==> src/rtl/tba_pkg.sv <==
package tba_pkg;
    typedef enum logic {
        PH_IDLE = 1'b0,
        PH_RUN  = 1'b1
    } phase_e;

    localparam int WORD_W   = 64;
    localparam int NARROW_W = 32;
endpackage

==> src/rtl/tba_lane_pick.sv <==
// Selects source lane idx at 32-bit or 64-bit granularity.
module tba_lane_pick #(
    parameter int VEC_BYTES = 32,
    parameter int IDX_W     = 3
) (
    input  logic [VEC_BYTES*8-1:0] src,
    input  logic                   wide,
    input  logic [IDX_W-1:0]       idx,
    output logic [63:0]            lane
);
    localparam int N32   = VEC_BYTES / 4;
    localparam int N64   = VEC_BYTES / 8;
    localparam int I64_W = $clog2(N64);

    logic [31:0] lanes32 [N32];
    logic [63:0] lanes64 [N64];

    generate
        for (genvar i = 0; i < N32; i++) begin : g_n
            assign lanes32[i] = src[32*i +: 32];
        end
        for (genvar j = 0; j < N64; j++) begin : g_w
            assign lanes64[j] = src[64*j +: 64];
        end
    endgenerate

    always_comb begin
        if (wide) lane = lanes64[idx[I64_W-1:0]];
        else      lane = {32'b0, lanes32[idx]};
    end
endmodule

==> src/rtl/tba_pred_pick.sv <==
// Returns the governing predicate bit for element index idx.
module tba_pred_pick #(
    parameter int VEC_BYTES = 32,
    parameter int IDX_W     = 3
) (
    input  logic [VEC_BYTES-1:0] pred,
    input  logic                 wide,
    input  logic [IDX_W-1:0]     idx,
    output logic                 bit_on
);
    localparam int POS_W = $clog2(VEC_BYTES);

    logic [POS_W-1:0] pos;

    always_comb begin
        if (wide) pos = POS_W'(idx) << 3;
        else      pos = POS_W'(idx) << 2;
        bit_on = pred[pos];
    end
endmodule

==> src/rtl/tba_adder.sv <==
// Wrap-around adder; narrow mode clears the upper half.
module tba_adder #(
    parameter int WIDE_W   = 64,
    parameter int NARROW_W = 32
) (
    input  logic              wide,
    input  logic [WIDE_W-1:0] acc,
    input  logic [WIDE_W-1:0] addend,
    output logic [WIDE_W-1:0] sum
);
    always_comb begin
        if (wide) sum = acc + addend;
        else      sum = {{(WIDE_W-NARROW_W){1'b0}}, acc[NARROW_W-1:0] + addend[NARROW_W-1:0]};
    end
endmodule

==> src/rtl/tile_bcast_add.sv <==
module tile_bcast_add
    import tba_pkg::*;
#(
    parameter  int VEC_BYTES = 32,
    localparam int VEC_BITS  = VEC_BYTES * 8,
    localparam int IDX_W     = $clog2(VEC_BYTES / 4)
) (
    input  logic                 clk,
    input  logic                 rst_n,
    input  logic                 start,
    input  logic                 vert_mode,
    input  logic                 wide_mode,
    input  logic [VEC_BITS-1:0]  src_vec,
    input  logic [VEC_BYTES-1:0] row_pred,
    input  logic [VEC_BYTES-1:0] col_pred,
    output logic                 busy,
    output logic                 done,
    output logic [IDX_W-1:0]     tile_row,
    output logic [IDX_W-1:0]     tile_col,
    input  logic [63:0]          tile_rdata,
    output logic                 tile_we,
    output logic [63:0]          tile_wdata
);
    localparam int DIM32 = VEC_BYTES / 4;
    localparam int DIM64 = VEC_BYTES / 8;

    typedef struct packed {
        phase_e               phase;
        logic                 done;
        logic                 vert;
        logic                 wide;
        logic [VEC_BITS-1:0]  src;
        logic [VEC_BYTES-1:0] rp;
        logic [VEC_BYTES-1:0] cp;
        logic [IDX_W-1:0]     row;
        logic [IDX_W-1:0]     col;
    } ctl_t;

    ctl_t ctl_d, ctl_q;
    logic [IDX_W-1:0] last_idx;

    always_comb begin
        ctl_d      = ctl_q;
        ctl_d.done = 1'b0;
        last_idx   = ctl_q.wide ? IDX_W'(DIM64 - 1) : IDX_W'(DIM32 - 1);
        case (ctl_q.phase)
            PH_IDLE: begin
                if (start) begin
                    ctl_d.phase = PH_RUN;
                    ctl_d.vert  = vert_mode;
                    ctl_d.wide  = wide_mode;
                    ctl_d.src   = src_vec;
                    ctl_d.rp    = row_pred;
                    ctl_d.cp    = col_pred;
                    ctl_d.row   = '0;
                    ctl_d.col   = '0;
                end
            end
            default: begin
                if (ctl_q.col == last_idx) begin
                    ctl_d.col = '0;
                    if (ctl_q.row == last_idx) begin
                        ctl_d.row   = '0;
                        ctl_d.phase = PH_IDLE;
                        ctl_d.done  = 1'b1;
                    end else begin
                        ctl_d.row = ctl_q.row + 1'b1;
                    end
                end else begin
                    ctl_d.col = ctl_q.col + 1'b1;
                end
            end
        endcase
    end

    always_ff @(posedge clk or negedge rst_n) begin
        if (!rst_n) ctl_q <= '0;
        else        ctl_q <= ctl_d;
    end

    logic [IDX_W-1:0] lane_idx;
    logic [63:0]      addend;
    logic             row_on, col_on;

    assign lane_idx = ctl_q.vert ? ctl_q.row : ctl_q.col;

    tba_lane_pick #(.VEC_BYTES(VEC_BYTES), .IDX_W(IDX_W)) u_lane (
        .src (ctl_q.src),
        .wide(ctl_q.wide),
        .idx (lane_idx),
        .lane(addend)
    );

    tba_pred_pick #(.VEC_BYTES(VEC_BYTES), .IDX_W(IDX_W)) u_prow (
        .pred  (ctl_q.rp),
        .wide  (ctl_q.wide),
        .idx   (ctl_q.row),
        .bit_on(row_on)
    );

    tba_pred_pick #(.VEC_BYTES(VEC_BYTES), .IDX_W(IDX_W)) u_pcol (
        .pred  (ctl_q.cp),
        .wide  (ctl_q.wide),
        .idx   (ctl_q.col),
        .bit_on(col_on)
    );

    tba_adder #(.WIDE_W(WORD_W), .NARROW_W(NARROW_W)) u_add (
        .wide  (ctl_q.wide),
        .acc   (tile_rdata),
        .addend(addend),
        .sum   (tile_wdata)
    );

    assign busy     = (ctl_q.phase == PH_RUN);
    assign done     = ctl_q.done;
    assign tile_row = ctl_q.row;
    assign tile_col = ctl_q.col;
    assign tile_we  = busy && row_on && col_on;

    AST_WE_IN_PASS: assert property (@(posedge clk) disable iff (!rst_n)
        tile_we |-> busy);
    AST_DONE_SINGLE: assert property (@(posedge clk) disable iff (!rst_n)
        done |=> !done);
    AST_DONE_CLOSES: assert property (@(posedge clk) disable iff (!rst_n)
        done |-> (!busy && $past(busy)));
    AST_PASS_ORIGIN: assert property (@(posedge clk) disable iff (!rst_n)
        $rose(busy) |-> (tile_row == '0 && tile_col == '0));
    AST_COL_STEP: assert property (@(posedge clk) disable iff (!rst_n)
        (busy && $past(busy) && tile_col != '0) |-> (tile_col == IDX_W'($past(tile_col) + 1'b1)));
    AST_WIDE_BOUND: assert property (@(posedge clk) disable iff (!rst_n)
        (busy && ctl_q.wide) |-> (tile_row < IDX_W'(DIM64) && tile_col < IDX_W'(DIM64)));
endmodule

==> config.mk <==
export PLATFORM = sky130hd
export DESIGN_NAME = tile_bcast_add
export DESIGN_NICKNAME = d
export VERILOG_FILES = /design/src/rtl/tba_pkg.sv /design/src/rtl/tba_lane_pick.sv /design/src/rtl/tba_pred_pick.sv /design/src/rtl/tba_adder.sv /design/src/rtl/tile_bcast_add.sv
export SDC_FILE = /design/constraint.sdc
export NUM_CORES = 1
export LEC_CHECK = 0
export BUFFER_PORTS_ARGS = -buffer_cell sky130_fd_sc_hd__buf_2
export CORE_AREA = 2 2 181 271
export DETAILED_ROUTE_END_ITERATION = 7
export DIE_AREA = 0 0 183 273
export GPL_TIMING_DRIVEN = 0
export RECOVER_POWER = 50
export SLEW_MARGIN = 20
export SYNTH_ARGS = -nofsm -noshare
export SYNTH_HDL_FRONTEND = slang
export SYNTH_SLANG_ARGS = --single-unit
==> constraint.sdc <==
create_clock -name clk -period 7.15 [get_ports clk]
set_input_delay 1.0725 -clock clk [delete_from_list [all_inputs] [get_ports clk]]
set_output_delay 1.0725 -clock clk [all_outputs]
set_load 0.05 [all_outputs]
==> results of run 1 <==
[cell usage in the layout (no fill, tap or decap), drive strengths merged, types with 4 or more instances in the layout]
cell    instances
a21oi         115
a21o           34
nor2           95
xnor2          25
mux4          128
nand2         896
o21bai         16
nand3          13
clkbuf        155
a311oi          4
o21ai          45
clkinv          5
a211oi          7
a31oi          12
nor4            6
nor2b           9
o31ai           6
xor2           27
a21boi          6
nand4          22
and2           32
nand2b         12
nor3           19
dfrtp         282
o211ai          5
buf           445
o21a            5
mux2i          47
inv            21
ha             78
[cells by family after synthesis]
group	share of synthesized area, %
buf+inv	3.573
xor+xnor	2.422
mux	17.83
fa+ha+maj	5.297
compound gates	9.695
simple gates	23.65
flops	37.53
[cell type report]
type | count | area share, %
clock buffer | 42 | 3.654
inverter | 21 | 0.3451
sequential | 282 | 30.90
tap | 600 | 3.287
timing repair buffer | 418 | 9.383
buffer | 142 | 2.958
clock inverter | 9 | 0.4546
antenna | 3 | 0.03287
multi-input combinational | 1693 | 48.99
[worst paths after layout]
check / start / endpoint / slack [ns] / cells past startpoint
worst max-delay path: tile_row[1] / tile_wdata[62] / 0.10 / 18
worst min-delay path: ctl_q[34] / ctl_q[34] / 0.48 / 2
worst max register to register: busy / ctl_q[294] / 4.22 / 7
worst min register to register: ctl_q[34] / ctl_q[34] / 0.48 / 2
max in group asynchronous: rst_n / ctl_q[139] / 1.21 / 3
min in group asynchronous: rst_n / ctl_q[290] / 1.85 / 1
[per-stage QoR]
stage,util (%),worst slack (ns),instance area [um2],hold WS (ns)
finish,48.01,0.1036,22840,0.4806
global route,48.00,-0.01090,22840,0.5135
CTS,47.93,0.0003535,22800,0.4799
detailed placement,45.64,-0.4785,21710,0.4637
global placement,45.45,-0.4829,21620,0.4624
floorplan,-,1.149,18800,0.4369
[registers in the layout, indices dropped and copies added (netlist names)]
register / cells
busy: 1
ctl_q: 274
done: 1
tile_col: 3
tile_row: 3
[per-layer routing]
metal	global-route usage [%]	vias up	part of all wire, %
met1	36.77	8936	36
met2	55.85	885	50
met5	0	-	0.016
li1	-	8167	-
met4	19.52	2	7.0
met3	4.464	221	6.8
[worst max-delay path, delay by kind of cell, from the launching register on]
kind                     cells  cell delay (ns)
AND/OR/NAND/NOR              3             0.47
flip-flops                   1             0.41
buffers and inverters        4             1.27
multiplexers                 3             0.87
adder cells (fa/ha/maj)      1             0.42
AO/OA/AOI/OAI                7             1.94
[what timing repair did]
item                                    in CTS  in global routing
gates resized for setup                     54                 24
buffers inserted                             1                  1
pin swaps                                    1                  1
endpoints found under the setup margin      41                 26
==> flow_summary.ini, run 1 <==
[logic_synthesis]
post_synth_instance_area_um2 = 18800
netlist.top_cell.by_area = dfrtp_1
synth-async-reset-ratio_pct = 100.0
synth.most_common_cell = nand2_1
synth.top_cell.area_share_pct = 37.53
synth_area_per_cell_um2 = 8.782
synth_top_cells_by_area = dfrtp_1, nand2_1, mux4_2
synth_flop_cell = dfrtp_1
synth_warnings = 0
synth_seq_cells = 282
post_synth_most_frequent_cells = nand2_1, dfrtp_1, mux4_2
syn-num-nets = 2609
netlist_instances = 2141
yosys.cell_types.count = 64
synth-edff-count = 0
ys_seq_area_share_pct = 37.53

[clocking]
clk_root_buffer_cell = clkbuf_16
clock_transition_at_the_register_clock_pins_on_the_worst_setup_and_hold_paths_after_cts_ns = 0.07
cts_inserted_buffers = 28
cts.htree.levels = 1
clk_latency_ns = 0.57
cts.path.max_buffers = 3
cts-hold-fix-buffers = 0
tritoncts = done
number_of_sinks_handled_by_clock_tree_synthesis = 282

[cells_and_area]
drive_gt1_share_pct = 25.70
final-instance-count-excl-fill = 3210
filler_instances = 4809
area_of_the_multi_input_gates_um2 = 11190
regArea_um2 = 7058
area_growth_synth_to_finish_pct = 21.48
net_count_reported_at_finish = 3054

[setup_path]
critical-path-slowest-cell = a21oi_1
cp_slowest_stage_delay_ns = 0.50
timing.setup.critical_path_class = register to output pin
cp-end-kind = output pin
crit_chain = clkbuf_1 > mux2i_2 > buf_2 > buf_2 > mux4_2 > nor2_1 > a21oi_1 > ha_1 > nand2_1 > o21ai_0 > a21oi_1 > o2bb2ai_1 > nor2_2 > o31ai_4 > a211o_2 > a31oi_1 > mux2i_1 > buf_4
critPathArrivalTime_ns = 5.97
worst_setup_path_start_kind = register
cp_data_required_time_ns = 6.08
path_max_fanout = 10

[placement]
detailed_place_hpwl_mm = 64.45
globalplace.congestion = 0.9418
numPortBuffers = 413
placed_cells_incl_taps = 3157

[routing]
wire_per_inst_um = 25.28
drt_wl_total_mm = 81.16
postRouteAntennaNets = 0
vias = 18211
drt_pre_antenna_iters = 5
detail_route.drc_violations = 0
drt-initial-drc-count = 1320
detailed_route_vias_per_instance = 5.673

[timing]
min_period_over_period_pct = 98.55
max-slew-margin-rel_pct = -156.8
finalClockSkew_ns = 0.01093
setup-violations-final = 0
setup_total_negative_slack_ns = 0
highest_attainable_clock_frequency_mhz = 141.9
report.final.slew_viol_count = 141
final.min_clock_period_ns = 7.046
final-hold-violation-count = 0
max_slew.worst_pin.slew_ns = 3.852

[die]
floorplan.io_pins = 462
fp.dieArea_um2 = 49960
placementRows = 98
floorplan.die.width_um = 183
die_h_um = 273
start_util_pct = 39.52
core_um2 = 47580

[flow_run]
maxCapViolations = 2

[min_path]
hold_path.class = register to register

[global_routing]
globalRouteTotalUtil_pct = 31.87
globalRoute.totalOverflow = 0
grt_antenna_before_repair = 4
vias_in_the_first_global_route = 18454
grt_pass1_wl_mm = 116.3
pin_count_of_the_biggest_net_entering_global_routing = 84

[outcome]
violated_checks = capacitance limit, slew limit
status = finished, violations left
Power of run 1 is not shown: default switching activity piles up to over one toggle a cycle in this logic, so the estimate is an artifact.
==> run 2: changes to the inputs <==
--- a/config.mk
+++ b/config.mk
@@ -7,6 +7,7 @@
 export LEC_CHECK = 0
 export BUFFER_PORTS_ARGS = -buffer_cell sky130_fd_sc_hd__buf_2
 export CORE_AREA = 2 2 181 271
+export CTS_BUF_LIST = sky130_fd_sc_hd__clkbuf_2 sky130_fd_sc_hd__clkbuf_4 sky130_fd_sc_hd__clkbuf_8
 export DETAILED_ROUTE_END_ITERATION = 7
 export DIE_AREA = 0 0 183 273
 export GPL_TIMING_DRIVEN = 0
==> run 2 against run 1 <==
Effect of this change: the flow still finishes with violations (capacitance limit, slew limit); global-route usage is 0.20 points higher; worst hold slack worse by 0.0015 ns; die area stayed put; wire length is 0.44% higher; first-iteration DRC count is 2.0% higher; sequential share of layout area is 0.17 points lower; final cell count is 0.78% higher; fmax hardly changed; critical path depth is 2 lower; utilization is 0.26 points higher; clock skew is 0.0039 ns higher; non-clock buffer count is 1 lower; critical endpoint unchanged.
==> flow_summary.ini, run 2 (synthesis results as in run 1) <==
[timing]
finalClockSkew_ns = 0.01483
min_period_over_period_pct = 98.49
report.final.slew_viol_count = 141
max-slew-margin-rel_pct = -156.4
max_slew.worst_pin.slew_ns = 3.846
setup-violations-final = 0
highest_attainable_clock_frequency_mhz = 142.0
final.min_clock_period_ns = 7.042
final-hold-violation-count = 0
grt_setup_unrepaired = true

[die]
start_util_pct = 39.52
floorplan.die.width_um = 183
core_um2 = 47580
floorplan.io_pins = 462
placementRows = 98
fp.dieArea_um2 = 49960
die_h_um = 273

[clocking]
clock_transition_at_the_register_clock_pins_on_the_worst_setup_and_hold_paths_after_cts_ns = 0.06
cts.path.max_buffers = 3
number_of_sinks_handled_by_clock_tree_synthesis = 282
cts-hold-fix-buffers = 0
clk_root_buffer_cell = clkbuf_8
cts.htree.levels = 2
cts_inserted_buffers = 43
clk_latency_ns = 0.59
tritoncts = done

[routing]
drt_pre_antenna_iters = 6
detailed_route_vias_per_instance = 5.667
detail_route.drc_violations = 0
vias = 18334
postRouteAntennaNets = 0
drt-initial-drc-count = 1346
wire_per_inst_um = 25.20
drt_wl_total_mm = 81.52

[setup_path]
worst_setup_path_start_kind = register
path_max_fanout = 10
critical-path-slowest-cell = clkdlybuf4s15_2
cp-end-kind = output pin
crit_chain = clkbuf_1 > mux2i_1 > clkdlybuf4s15_2 > mux2i_1 > a21oi_1 > ha_1 > nand2_1 > o21ai_0 > a21oi_1 > o2bb2ai_1 > nor2_2 > o31ai_4 > a211o_2 > a31oi_1 > mux2i_1 > buf_4
cpMostUsedCell = mux2i_1
cp_data_required_time_ns = 6.08
cp_slowest_stage_delay_ns = 0.66
critPathArrivalTime_ns = 5.97
critical-path-top-delay-family = compound AO/OA/AOI/OAI gates
timing.setup.critical_path_class = register to output pin
worst-path-buf-inv = 3

[cells_and_area]
top_register = ctl_q
largest_reg_flops = 274
area_growth_synth_to_finish_pct = 22.14
net_count_reported_at_finish = 3068
commonest_cells_after_routing_fill_and_taps_aside = nand2_1, buf_2, dfrtp_1
drive_gt1_share_pct = 26.65
final_common_cell = nand2_1
final-instance-count-excl-fill = 3235
filler_instances = 4820

[placement]
placed_cells_incl_taps = 3157
numPortBuffers = 413
globalplace.congestion = 0.9418
detailed_place_hpwl_mm = 64.45

[global_routing]
pin_count_of_the_biggest_net_entering_global_routing = 84
grt_pass1_wl_mm = 116.7
vias_in_the_first_global_route = 18519
grt_antenna_before_repair = 6
globalRouteTotalUtil_pct = 32.07
globalRoute.totalOverflow = 0

[outcome]
violated_checks = capacitance limit, slew limit
status = finished, violations left

[flow_run]
maxCapViolations = 2

[min_path]
hold_path.class = register to register
run 2: cell types whose count changed in the layout (fill, tap and decap cells not counted), sizes merged:
cell | previous run | this run
diode | 3 | 5
clkinvlp | 2 | 1
clkbuf | 155 | 176
bufinv | 2 | 7
clkinv | 5 | 2
inv | 21 | 22
run 2: tightest hold or removal path, cell delays in order (launching register included):
cell and delay (ns):
dfrtp_1 0.34, nand2_1 0.05, nand2_1 0.06
run 2: area by class of cell:
| class | count | area [um2] | area share, % |
|---|---|---|---|
| antenna | 5 | 12.51 | 0.05448 |
| buffer | 141 | 680.7 | 2.964 |
| clock buffer | 64 | 812.0 | 3.536 |
| clock inverter | 11 | 240.2 | 1.046 |
| inverter | 21 | 78.83 | 0.3432 |
| multi-input combinational | 1693 | 11190 | 48.72 |
| sequential | 282 | 7058 | 30.73 |
| tap | 600 | 750.7 | 3.269 |
| timing repair buffer | 418 | 2143 | 9.333 |
run 2: repair_timing:
action,in CTS,in global routing
endpoints found under the setup margin,43,24
gates resized for setup,58,25
setup buffers,1,1
pin swaps,1,1
run 2: metal layers:
layer	global-route usage (%)	vias to the layer above	routed length, um	share of wire [%]
met5	0	-	36	0.044
met4	20.25	6	5882	7.2
met3	5.104	262	5892	7.2
met2	55.98	928	40660	50
met1	36.54	8922	29050	36
li1	-	8216	-	-
run 2: path summary, 6_finish.rpt:
| kind | start | to | slack, ns | depth (start not counted) |
|---|---|---|---|---|
| max | tile_row[2] | tile_wdata[62] | 0.11 | 16 |
| min | ctl_q[34] | ctl_q[34] | 0.48 | 2 |
| max reg2reg | busy | ctl_q[294] | 4.15 | 7 |
| min reg2reg | ctl_q[34] | ctl_q[34] | 0.48 | 2 |
| max in group asynchronous | rst_n | ctl_q[269] | 1.26 | 3 |
| min in group asynchronous | rst_n | ctl_q[290] | 1.80 | 1 |
run 2: stage by stage:
step | util (%) | TNS, ns | setup WS [ns] | instance area [um2] | hold WS (ns)
2_1_floorplan | - | 0 | 1.149 | 18800 | 0.4369
3_3_place_gp | 45.45 | -82.60 | -0.4829 | 21620 | 0.4624
3_5_place_dp | 45.64 | -4.005 | -0.4785 | 21710 | 0.4637
4_1_cts | 48.21 | 0 | 0.009179 | 22940 | 0.4353
5_1_grt | 48.26 | -0.01157 | -0.01157 | 22960 | 0.5132
6_report | 48.27 | 0 | 0.1082 | 22970 | 0.4791
Power of run 2 is left out for the same reason.
